==> config.mk <==
export PLATFORM = sky130hd
export DESIGN_NAME = sdh_irq_status
export DESIGN_NICKNAME = d
export VERILOG_FILES = /design/src/rtl/sdh_irq_pkg.sv /design/src/rtl/sdh_level_sync.sv /design/src/rtl/sdh_w1c_byte.sv /design/src/rtl/sdh_rw_byte.sv /design/src/rtl/sdh_irq_status.sv
export SDC_FILE = /design/constraint.sdc
export NUM_CORES = 1
export LEC_CHECK = 0
export BUFFER_PORTS_ARGS = -buffer_cell sky130_fd_sc_hd__buf_2
export CORE_MARGIN = 3
export CORE_UTILIZATION = 40
export DETAILED_ROUTE_END_ITERATION = 8
export SETUP_SLACK_MARGIN = 0.1
export SLEW_MARGIN = 10
export SYNTH_ARGS = -nofsm -noshare
export SYNTH_HDL_FRONTEND = slang
export SYNTH_SLANG_ARGS = --single-unit
==> constraint.sdc <==
create_clock -name clk -period 2.35 [get_ports clk]
set_clock_uncertainty 0.1 [all_clocks]
set_input_delay 0.705 -clock clk [delete_from_list [all_inputs] [get_ports clk]]
set_output_delay 0.705 -clock clk [all_outputs]
set_load 0.005 [all_outputs]
==> src/rtl/sdh_irq_pkg.sv <==
package sdh_irq_pkg;
  localparam int BYTE_W = 8;
  localparam int CFG_W  = 16;
  // register map
  localparam int A_STAT0 = 0;
  localparam int A_STAT1 = 1;
  localparam int A_MASK0 = 2;
  localparam int A_MASK1 = 3;
  localparam int A_CFGLO = 4;
  localparam int A_CFGHI = 5;
  // storable bits of each byte
  localparam logic [7:0] ST0_EVT_BITS  = 8'hF0;
  localparam logic [7:0] ST1_EVT_BITS  = 8'hFF;
  localparam logic [7:0] MASK0_BITS    = 8'hF0;
  localparam logic [7:0] MASK1_BITS    = 8'hFE;
  // configuration fields
  localparam int CFG_LEN_W  = 11;
  localparam int CFG_POL    = 12;
  localparam int CFG_GPI    = 13;
  localparam int CFG_DAT3   = 14;
  localparam int CFG_IRQ_EN = 15;
endpackage

==> src/rtl/sdh_level_sync.sv <==
module sdh_level_sync #(
  parameter int N_BITS = 3,
  parameter int STAGES = 2
) (
  input  logic              clk,
  input  logic              rst_n,
  input  logic [N_BITS-1:0] d,
  output logic [N_BITS-1:0] q
);
  logic [N_BITS-1:0] chain [STAGES];

  for (genvar s = 0; s < STAGES; s++) begin : g_stage
    always_ff @(posedge clk) begin
      if (!rst_n) chain[s] <= '0;
      else if (s == 0) chain[s] <= d;
      else chain[s] <= chain[(s == 0) ? 0 : s-1];
    end
  end

  assign q = chain[STAGES-1];
endmodule

==> src/rtl/sdh_w1c_byte.sv <==
module sdh_w1c_byte #(
  parameter logic [7:0] KEEP = 8'hFF
) (
  input  logic       clk,
  input  logic       rst_n,
  input  logic [7:0] set,
  input  logic       clr_en,
  input  logic [7:0] clr_bits,
  output logic [7:0] q
);
  logic [7:0] clr_v;

  assign clr_v = clr_en ? clr_bits : 8'h00;

  // set term is ORed last so a same-cycle event beats the clear
  always_ff @(posedge clk) begin
    if (!rst_n) q <= 8'h00;
    else        q <= KEEP & ((q & ~clr_v) | set);
  end
endmodule

==> src/rtl/sdh_rw_byte.sv <==
module sdh_rw_byte #(
  parameter logic [7:0] KEEP = 8'hFF
) (
  input  logic       clk,
  input  logic       rst_n,
  input  logic       we,
  input  logic [7:0] wdata,
  output logic [7:0] q
);
  always_ff @(posedge clk) begin
    if (!rst_n)  q <= 8'h00;
    else if (we) q <= wdata & KEEP;
  end
endmodule

==> src/rtl/sdh_irq_status.sv <==
module sdh_irq_status
  import sdh_irq_pkg::*;
#(
  parameter int ADDR_W      = 3,
  parameter int SYNC_STAGES = 2
) (
  input  logic                 clk,
  input  logic                 rst_n,
  input  logic                 reg_we,
  input  logic [ADDR_W-1:0]    reg_addr,
  input  logic [7:0]           reg_wdata,
  output logic [7:0]           reg_rdata,
  input  logic [3:0]           ev_byte0,
  input  logic [7:0]           ev_byte1,
  input  logic                 lvl_wp,
  input  logic                 lvl_cd_dat3,
  input  logic                 lvl_cd_gpi,
  output logic                 irq,
  output logic [CFG_LEN_W-1:0] blk_len_m1,
  output logic                 cd_use_gpi,
  output logic                 cd_use_dat3,
  output logic                 cd_pol_high
);
  localparam int N_LVL  = 3;
  localparam int N_CFGB = CFG_W / BYTE_W;

  logic [N_LVL-1:0] lvl_raw, lvl_s;
  logic [7:0]       st0_q, st1_q, mask0_q, mask1_q;
  logic [CFG_W-1:0] cfg_q;
  logic             hit;

  function automatic logic sel(input logic [ADDR_W-1:0] a, input int n);
    return reg_we && (int'(a) == n);
  endfunction

  assign lvl_raw = {lvl_cd_gpi, lvl_cd_dat3, lvl_wp};

  sdh_level_sync #(.N_BITS(N_LVL), .STAGES(SYNC_STAGES)) u_sync (
    .clk(clk), .rst_n(rst_n), .d(lvl_raw), .q(lvl_s)
  );

  sdh_w1c_byte #(.KEEP(ST0_EVT_BITS)) u_st0 (
    .clk(clk), .rst_n(rst_n), .set({ev_byte0, 4'h0}),
    .clr_en(sel(reg_addr, A_STAT0)), .clr_bits(reg_wdata), .q(st0_q)
  );

  sdh_w1c_byte #(.KEEP(ST1_EVT_BITS)) u_st1 (
    .clk(clk), .rst_n(rst_n), .set(ev_byte1),
    .clr_en(sel(reg_addr, A_STAT1)), .clr_bits(reg_wdata), .q(st1_q)
  );

  sdh_rw_byte #(.KEEP(MASK0_BITS)) u_mask0 (
    .clk(clk), .rst_n(rst_n), .we(sel(reg_addr, A_MASK0)),
    .wdata(reg_wdata), .q(mask0_q)
  );

  sdh_rw_byte #(.KEEP(MASK1_BITS)) u_mask1 (
    .clk(clk), .rst_n(rst_n), .we(sel(reg_addr, A_MASK1)),
    .wdata(reg_wdata), .q(mask1_q)
  );

  for (genvar b = 0; b < N_CFGB; b++) begin : g_cfg
    sdh_rw_byte #(.KEEP(8'hFF)) u_cfg (
      .clk(clk), .rst_n(rst_n), .we(sel(reg_addr, A_CFGLO + b)),
      .wdata(reg_wdata), .q(cfg_q[b*BYTE_W +: BYTE_W])
    );
  end

  // bit 0 of status byte 1 (SDIO) is never enabled by its mask
  assign hit = |(st0_q & mask0_q) | |(st1_q & mask1_q);

  always_ff @(posedge clk) begin
    if (!rst_n) irq <= 1'b0;
    else        irq <= cfg_q[CFG_IRQ_EN] & hit;
  end

  always_comb begin
    case (int'(reg_addr))
      A_STAT0: reg_rdata = st0_q | {4'h0, lvl_s, 1'b0};
      A_STAT1: reg_rdata = st1_q;
      A_MASK0: reg_rdata = mask0_q;
      A_MASK1: reg_rdata = mask1_q;
      A_CFGLO: reg_rdata = cfg_q[7:0];
      A_CFGHI: reg_rdata = cfg_q[15:8];
      default: reg_rdata = 8'h00;
    endcase
  end

  assign blk_len_m1  = cfg_q[CFG_LEN_W-1:0];
  assign cd_pol_high = cfg_q[CFG_POL];
  assign cd_use_gpi  = cfg_q[CFG_GPI];
  assign cd_use_dat3 = cfg_q[CFG_DAT3];
endmodule

==> results.py, run 1 <==
metrics = {
    "clock_tree": {
        "cts_inserted_buffers": 5,
        "clkTransAtPathRegs_ps": 80,
        "cts_buffer_depth": 2,
        "cts_root_buf": "clkbuf_8",
        "cts_hold_buffers": 0,
        "clkSinkCount": 46,
        "cts_tree": "done",
        "htree_num_levels": 2,
        "clk_latency_ps": 300,
    },
    "floorplanning": {
        "core-area_mm2": 0.005270,
        "ios": 52,
        "fp-row-count": 26,
        "initial_utilization": 0.4266,
        "die_h_um": 80.98,
        "dieWidth_um": 80.98,
        "dieArea_mm2": 0.006557,
    },
    "layout": {
        "antenna_cells": 0,
        "nets": 314,
        "syn2layout_area_growth_pct": 22.93,
        "multi_input_area_mm2": 0.001151,
        "seq_area_um2": 920.9,
        "fillers": 516,
        "drive_above_1_share": 0.3649,
    },
    "logic_synthesis": {
        "synth_top_family_by_area": "simple AND/OR/NAND/NOR gates",
        "synthFlopType": "dfxtp_1",
        "synth-warning-count": 0,
        "syn_area_per_cell_um2": 9.733,
        "yosys.area_share.simple": 0.1636,
        "synth_fp_nets": 260,
        "yosys-top-cells-area": "dfxtp_1 41%, mux2i_1 11%, nor2b_1 5.3%, mux2_2 4.5%, buf_4 4.3%",
        "synth_cells": 231,
        "yosys-top-cells-count": "46 x dfxtp_1, 24 x mux2i_1, 21 x nand2_1, 19 x nor2b_1",
        "synth_compound_area_frac": 0.1592,
        "synth_top_area_frac": 0.4096,
        "ys_types": 36,
        "synth_xor_area_frac": 0,
        "synth-edff-count": 0,
        "synthMuxAreaShare": 0.1619,
        "yosysTopAreaCell": "dfxtp_1",
        "synth-async-reset-ratio": 0,
        "yosysSeqAreaShare": 0.4096,
        "synth-adder-area-share": 0,
        "synth_area_mm2": 0.002248,
        "ys_ff_latch": 46,
        "yosysMostFrequentCell": "dfxtp_1",
    },
    "sta": {
        "hold_violations": 0,
        "fmax_ghz": 0.4111,
        "worst_slew_pin_slew_ps": 629.0,
        "final-setup-viol-count": 4,
        "timing.slew.headroom": 0.5806,
        "drv_slew": 0,
        "hold_slack_ps": 331.6,
        "rsz0062_at_grt": "yes",
        "fin_ws_ps": -82.44,
        "finalCritPeriodShare": 1.035,
        "fin_crit_ps": 2432,
    },
    "global_route": {
        "grt_pass1_wl_mm": 8.687,
        "grt_pass1_vias": 1694,
        "grt_antenna_before_repair": 0,
        "top_usage_layer": "met2",
        "track_usage": 0.1777,
        "met1_usage": 0.2512,
        "met2_usage": 0.2635,
        "grt_use_met3": 0.03769,
        "grt-ovfl-total": 0,
        "grt_max_degree": 42,
    },
    "worst_setup_path": {
        "critPathKind": "in -> out",
        "cpPeakStageDelay_ps": 490,
        "cp_cell_sequence": "buf_12, mux4_2, a22o_1, buf_2",
        "crit_family": "multiplexers",
        "cp_max_fo": 7,
        "start_kind": "input port",
        "crit_arrival_ps": 1630,
        "cp-end-kind": "output pin",
        "crit_slowest_cell": "mux4_2",
        "critical_path_buf_inv_count": 2,
        "crit_required_ps": 1540,
    },
    "detailed_routing": {
        "drc": 0,
        "wirelength_mm": 5.565,
        "num_vias": 1797,
        "drt_iter0_markers": 110,
        "viasPerCell": 5.062,
        "firstDrtPassIters": 4,
        "wl_per_cell_um": 15.68,
        "postRouteAntennaNets": 0,
    },
    "status": {
        "outcome": "finished, violations left",
        "violations": "negative setup slack",
    },
    "power": {
        "p_leak_nw": 1.207,
        "vdd_ir_drop_max_mv": 0.2797,
        "power_density_mw_per_mm2": 544.4,
    },
    "placed_design": {
        "pre_cts_ws_ps": -177.9,
        "hpwl_mm": 3.991,
        "gp_congestion": 0.8202,
        "numPortBuffers": 51,
    },
    "min_path": {
        "hold_class": "reg -> reg",
    },
    "flow_run": {
        "cap_violations": 0,
    },
}
==> timing repair <==
action,in CTS,in global routing
setup endpoints to repair,8,8
setup buffers,3,1
pin swaps,9,9
gates resized for setup,24,6
==> flip-flops by register name, summed over array words and instances (netlist names) <==
name,cells
irq,1
u_mask1.q,7
u_st0.q,4
u_st1.q,8
u_mask0.q,4
g_cfg.u_cfg.q,16
u_sync.chain,6
==> cell families (layout without fill, tap and decap cells) <==
logic type             after synthesis  count (layout)
buffers and inverters               39              93
muxes                               34              34
DFF                                 46              46
AOI/OAI and AO/OA                   53              53
and+or+nand+nor                     59              59
==> path summary, 6_finish.rpt <==
path                      start                  to  slack, ps  cells past startpoint
max                 reg_addr[0]        reg_rdata[6]        -80                      4
min          u_sync.chain[0][1]  u_sync.chain[1][1]        330                      1
max reg2reg          u_st1.q[4]                 irq       1160                      3
min reg2reg  u_sync.chain[0][1]  u_sync.chain[1][1]        330                      1
==> power by group <==
group / internal [mW] / leakage [nW] / switching (mW) / total [mW]
Clock: 0.205 / 0.0383 / 0.248 / 0.453
Combinational: 0.117 / 0.792 / 0.104 / 0.221
Sequential: 0.809 / 0.377 / 0.0218 / 0.831
==> metal layers <==
metal,up-vias,share of wire
met2,46,0.45
met4,0,0.014
met5,-,0
met3,8,0.055
li1,912,-
met1,831,0.48
==> area by class of cell <==
type | instances | area share
Clock buffer | 7 | 0.02761
Timing Repair Buffer | 73 | 0.1720
Inverter | 13 | 0.01901
Multi-Input combinational cell | 146 | 0.4165
Tap cell | 70 | 0.03169
Sequential cell | 46 | 0.3332
==> cells in the final DEF (no fill, tap or decap), drive strengths merged <==
cell	n
a221oi	1
nor3b	1
and4bb	2
nor4bb	1
nand3b	1
mux2	9
nor2	1
clkbuf	7
and4b	1
a22oi	8
o2bb2ai	2
and2	7
a21oi	2
o21ai	12
mux2i	24
a222oi	1
clkinvlp	1
a22o	3
a21boi	8
a31oi	13
and3	1
nor4b	1
nor2b	20
o22ai	1
dfxtp	46
nand2	21
mux4	1
buf	73
o221ai	2
inv	12
nand4b	2
==> worst register-to-register path, cell delays in order, from the launching register on <==
cell and delay, ps:
dfxtp_1 330, a222oi_1 310, and3_1 230, a31oi_1 100
==> metrics by stage <==
stage	area (um2)	TNS (ps)	std cells	power (mW)	utilization
after floorplan	2257	0	231	0.9629	-
after global placement	2537	-978.9	344	1.038	0.4815
after detailed placement	2537	-1054	344	1.041	0.4815
after CTS	2733	-127.6	354	1.515	0.5185
after global routing	2764	-226.2	355	1.577	0.5245
final	2764	-112.6	355	1.505	0.5245
Power figures use the tool's default switching activity.
==> inputs of run 2 (changes only) <==
- clock period: 2.35 -> 2.6 ns (I/O delays scaled with it)
==> run 2 against run 1 <==
Compared with the run above: the flow still finishes with violations (negative setup slack); via count increased by 2.9%; core utilization increased by 1.1 points; first-iteration DRC count decreased by 41%; routed wire length about the same; register-to-register slack improved by 210 ps.
==> results.py, run 2 (same netlist as run 1, synthesis figures left out) <==
metrics = {
    "detailed_routing": {
        "firstDrtPassIters": 4,
        "drt_iter0_markers": 65,
        "num_vias": 1849,
        "drc": 0,
        "wl_met3_um": 288,
        "wirelength_mm": 5.560,
        "postRouteAntennaNets": 0,
        "top_layer": "met4",
        "drt-met1-wl_mm": 2.638,
        "wl_per_cell_um": 15.75,
        "wl_met2_mm": 2.563,
        "viasPerCell": 5.238,
    },
    "power": {
        "vdd_ir_drop_max_mv": 0.3751,
        "power_density_mw_per_mm2": 569.2,
        "p_leak_nw": 1.230,
    },
    "floorplanning": {
        "ios": 52,
        "fp-row-count": 26,
        "dieArea_mm2": 0.006557,
        "die_h_um": 80.98,
        "core-area_mm2": 0.005270,
        "dieWidth_um": 80.98,
        "initial_utilization": 0.4266,
    },
    "worst_setup_path": {
        "cpPeakStageDelay_ps": 490,
        "cp_max_fo": 8,
        "worstReg2RegStart": "u_mask1.q[2]",
        "critical_path_buf_inv_count": 2,
        "crit_slowest_cell": "mux4_2",
        "reg2reg_setup_slack_ps": 1370,
        "rr_worst_depth": 3,
        "reg2reg_to": "irq",
        "cp_cell_sequence": "buf_12, mux4_2, a22o_1, buf_2",
        "critPathKind": "in -> out",
        "cp-end-kind": "output pin",
        "crit_family": "multiplexers",
        "crit_required_ps": 1720,
        "crit_arrival_ps": 1740,
        "start_kind": "input port",
    },
    "sta": {
        "hold_slack_ps": 330.5,
        "finalCritPeriodShare": 1.008,
        "final-setup-viol-count": 1,
        "fin_ws_ps": -21.85,
        "worst_slew_pin_slew_ps": 668.2,
        "drv_slew": 0,
        "fmax_ghz": 0.3814,
        "timing.slew.headroom": 0.5545,
        "fin_crit_ps": 2622,
        "hold_violations": 0,
        "rsz0062_at_grt": "yes",
    },
    "placed_design": {
        "hpwl_mm": 3.866,
        "numPortBuffers": 51,
        "gp_congestion": 0.8623,
    },
    "global_route": {
        "grt_antenna_before_repair": 0,
        "grt_pass1_wl_mm": 8.811,
        "grt_pass1_vias": 1781,
        "grt_max_degree": 47,
        "track_usage": 0.1783,
        "grt-ovfl-total": 0,
    },
    "status": {
        "outcome": "finished, violations left",
        "violations": "negative setup slack",
    },
    "clock_tree": {
        "htree_num_levels": 2,
        "clkSinkCount": 46,
        "cts_root_buf": "clkbuf_8",
        "cts_inserted_buffers": 5,
        "cts_tree": "done",
        "cts_buffer_depth": 2,
        "clk_latency_ps": 300,
        "clkTransAtPathRegs_ps": 80,
    },
    "layout": {
        "layout_commonest_cell": "buf_2",
        "reg.largest.list": "g_cfg.u_cfg.q x16, u_st1.q x8, u_mask1.q x7",
        "syn2layout_area_growth_pct": 25.60,
        "nets": 311,
        "regMostFlops": "g_cfg.u_cfg.q",
        "layout_common_cells": "48 x buf_2, 46 x dfxtp_1, 23 x mux2i_1",
        "final_core_util": 0.5359,
        "fillers": 516,
        "antenna_cells": 0,
        "drive_above_1_share": 0.3816,
        "largest_reg_flops": 16,
    },
    "flow_run": {
        "cap_violations": 0,
    },
    "min_path": {
        "holdPathEnd": "u_sync.chain[1][1]",
        "whs_path_depth": 1,
        "hold_class": "reg -> reg",
        "hold_start": "u_sync.chain[0][1]",
    },
}
-- run 2: cell count changes in the layout (fill, tap and decap cells not counted), sizes merged --
| cell | before | now |
|---|---|---|
| buf | 73 | 69 |
| bufinv | 0 | 2 |
| clkinvlp | 1 | 0 |
| inv | 12 | 13 |
-- run 2: power breakdown --
| group | leakage, nW | internal, mW | total [mW] | switching [mW] |
|---|---|---|---|---|
| combinational | 0.782 | 0.105 | 0.200 | 0.0947 |
| sequential | 0.377 | 0.731 | 0.752 | 0.0204 |
| clock | 0.0714 | 0.410 | 0.656 | 0.246 |
| total | 1.23 | 1.25 | 1.61 | 0.361 |
-- run 2: worst max-delay path by stage --
stage,startpoint,end,cells past startpoint
after floorplan,reg_addr[2],reg_rdata[6],4
after global placement,reg_addr[0],reg_rdata[6],4
after detailed placement,reg_addr[0],reg_rdata[6],4
after CTS,reg_addr[0],reg_rdata[6],4
after global routing,reg_addr[0],reg_rdata[1],6
final,reg_addr[0],reg_rdata[6],4
-- run 2: layout make-up --
class                   count  area [um2]  area share
clock buffers               6       82.58     0.02924
repair buffers             70       450.4      0.1595
multi-input cells         146        1171      0.4147
inverters                  13       51.30     0.01817
flip-flops and latches     46       920.9      0.3261
clock inverters             2       60.06     0.02127
well taps                  70       87.58     0.03101
-- run 2: what timing repair did --
item                                    CTS  global route
pin swaps                                 8             2
hold buffers                              0             0
endpoints found under the setup margin    8             8
buffers inserted                          2             1
resized for setup                        22             8
-- run 2: metal layers --
layer,GRT usage,up-vias
li1,-,911
met1,0.2369,884
met2,0.2824,48
met3,0.04989,6
met4,0.05068,0
met5,0,-
-- run 2: per-stage QoR --
| stage | setup slack (ps) | cells | power, mW | instance area [um2] | setup TNS [ps] |
|---|---|---|---|---|---|
| finish | -21.85 | 353 | 1.607 | 2824 | -21.85 |
| global route | -38.33 | 353 | 1.678 | 2824 | -75.56 |
| CTS | -16.24 | 352 | 1.612 | 2784 | -26.73 |
| detailed placement | -217.5 | 342 | 0.9423 | 2535 | -809.8 |
| global placement | -211.2 | 342 | 0.9391 | 2535 | -733.7 |
| floorplan | 159.3 | 231 | 0.8688 | 2248 | 0 |
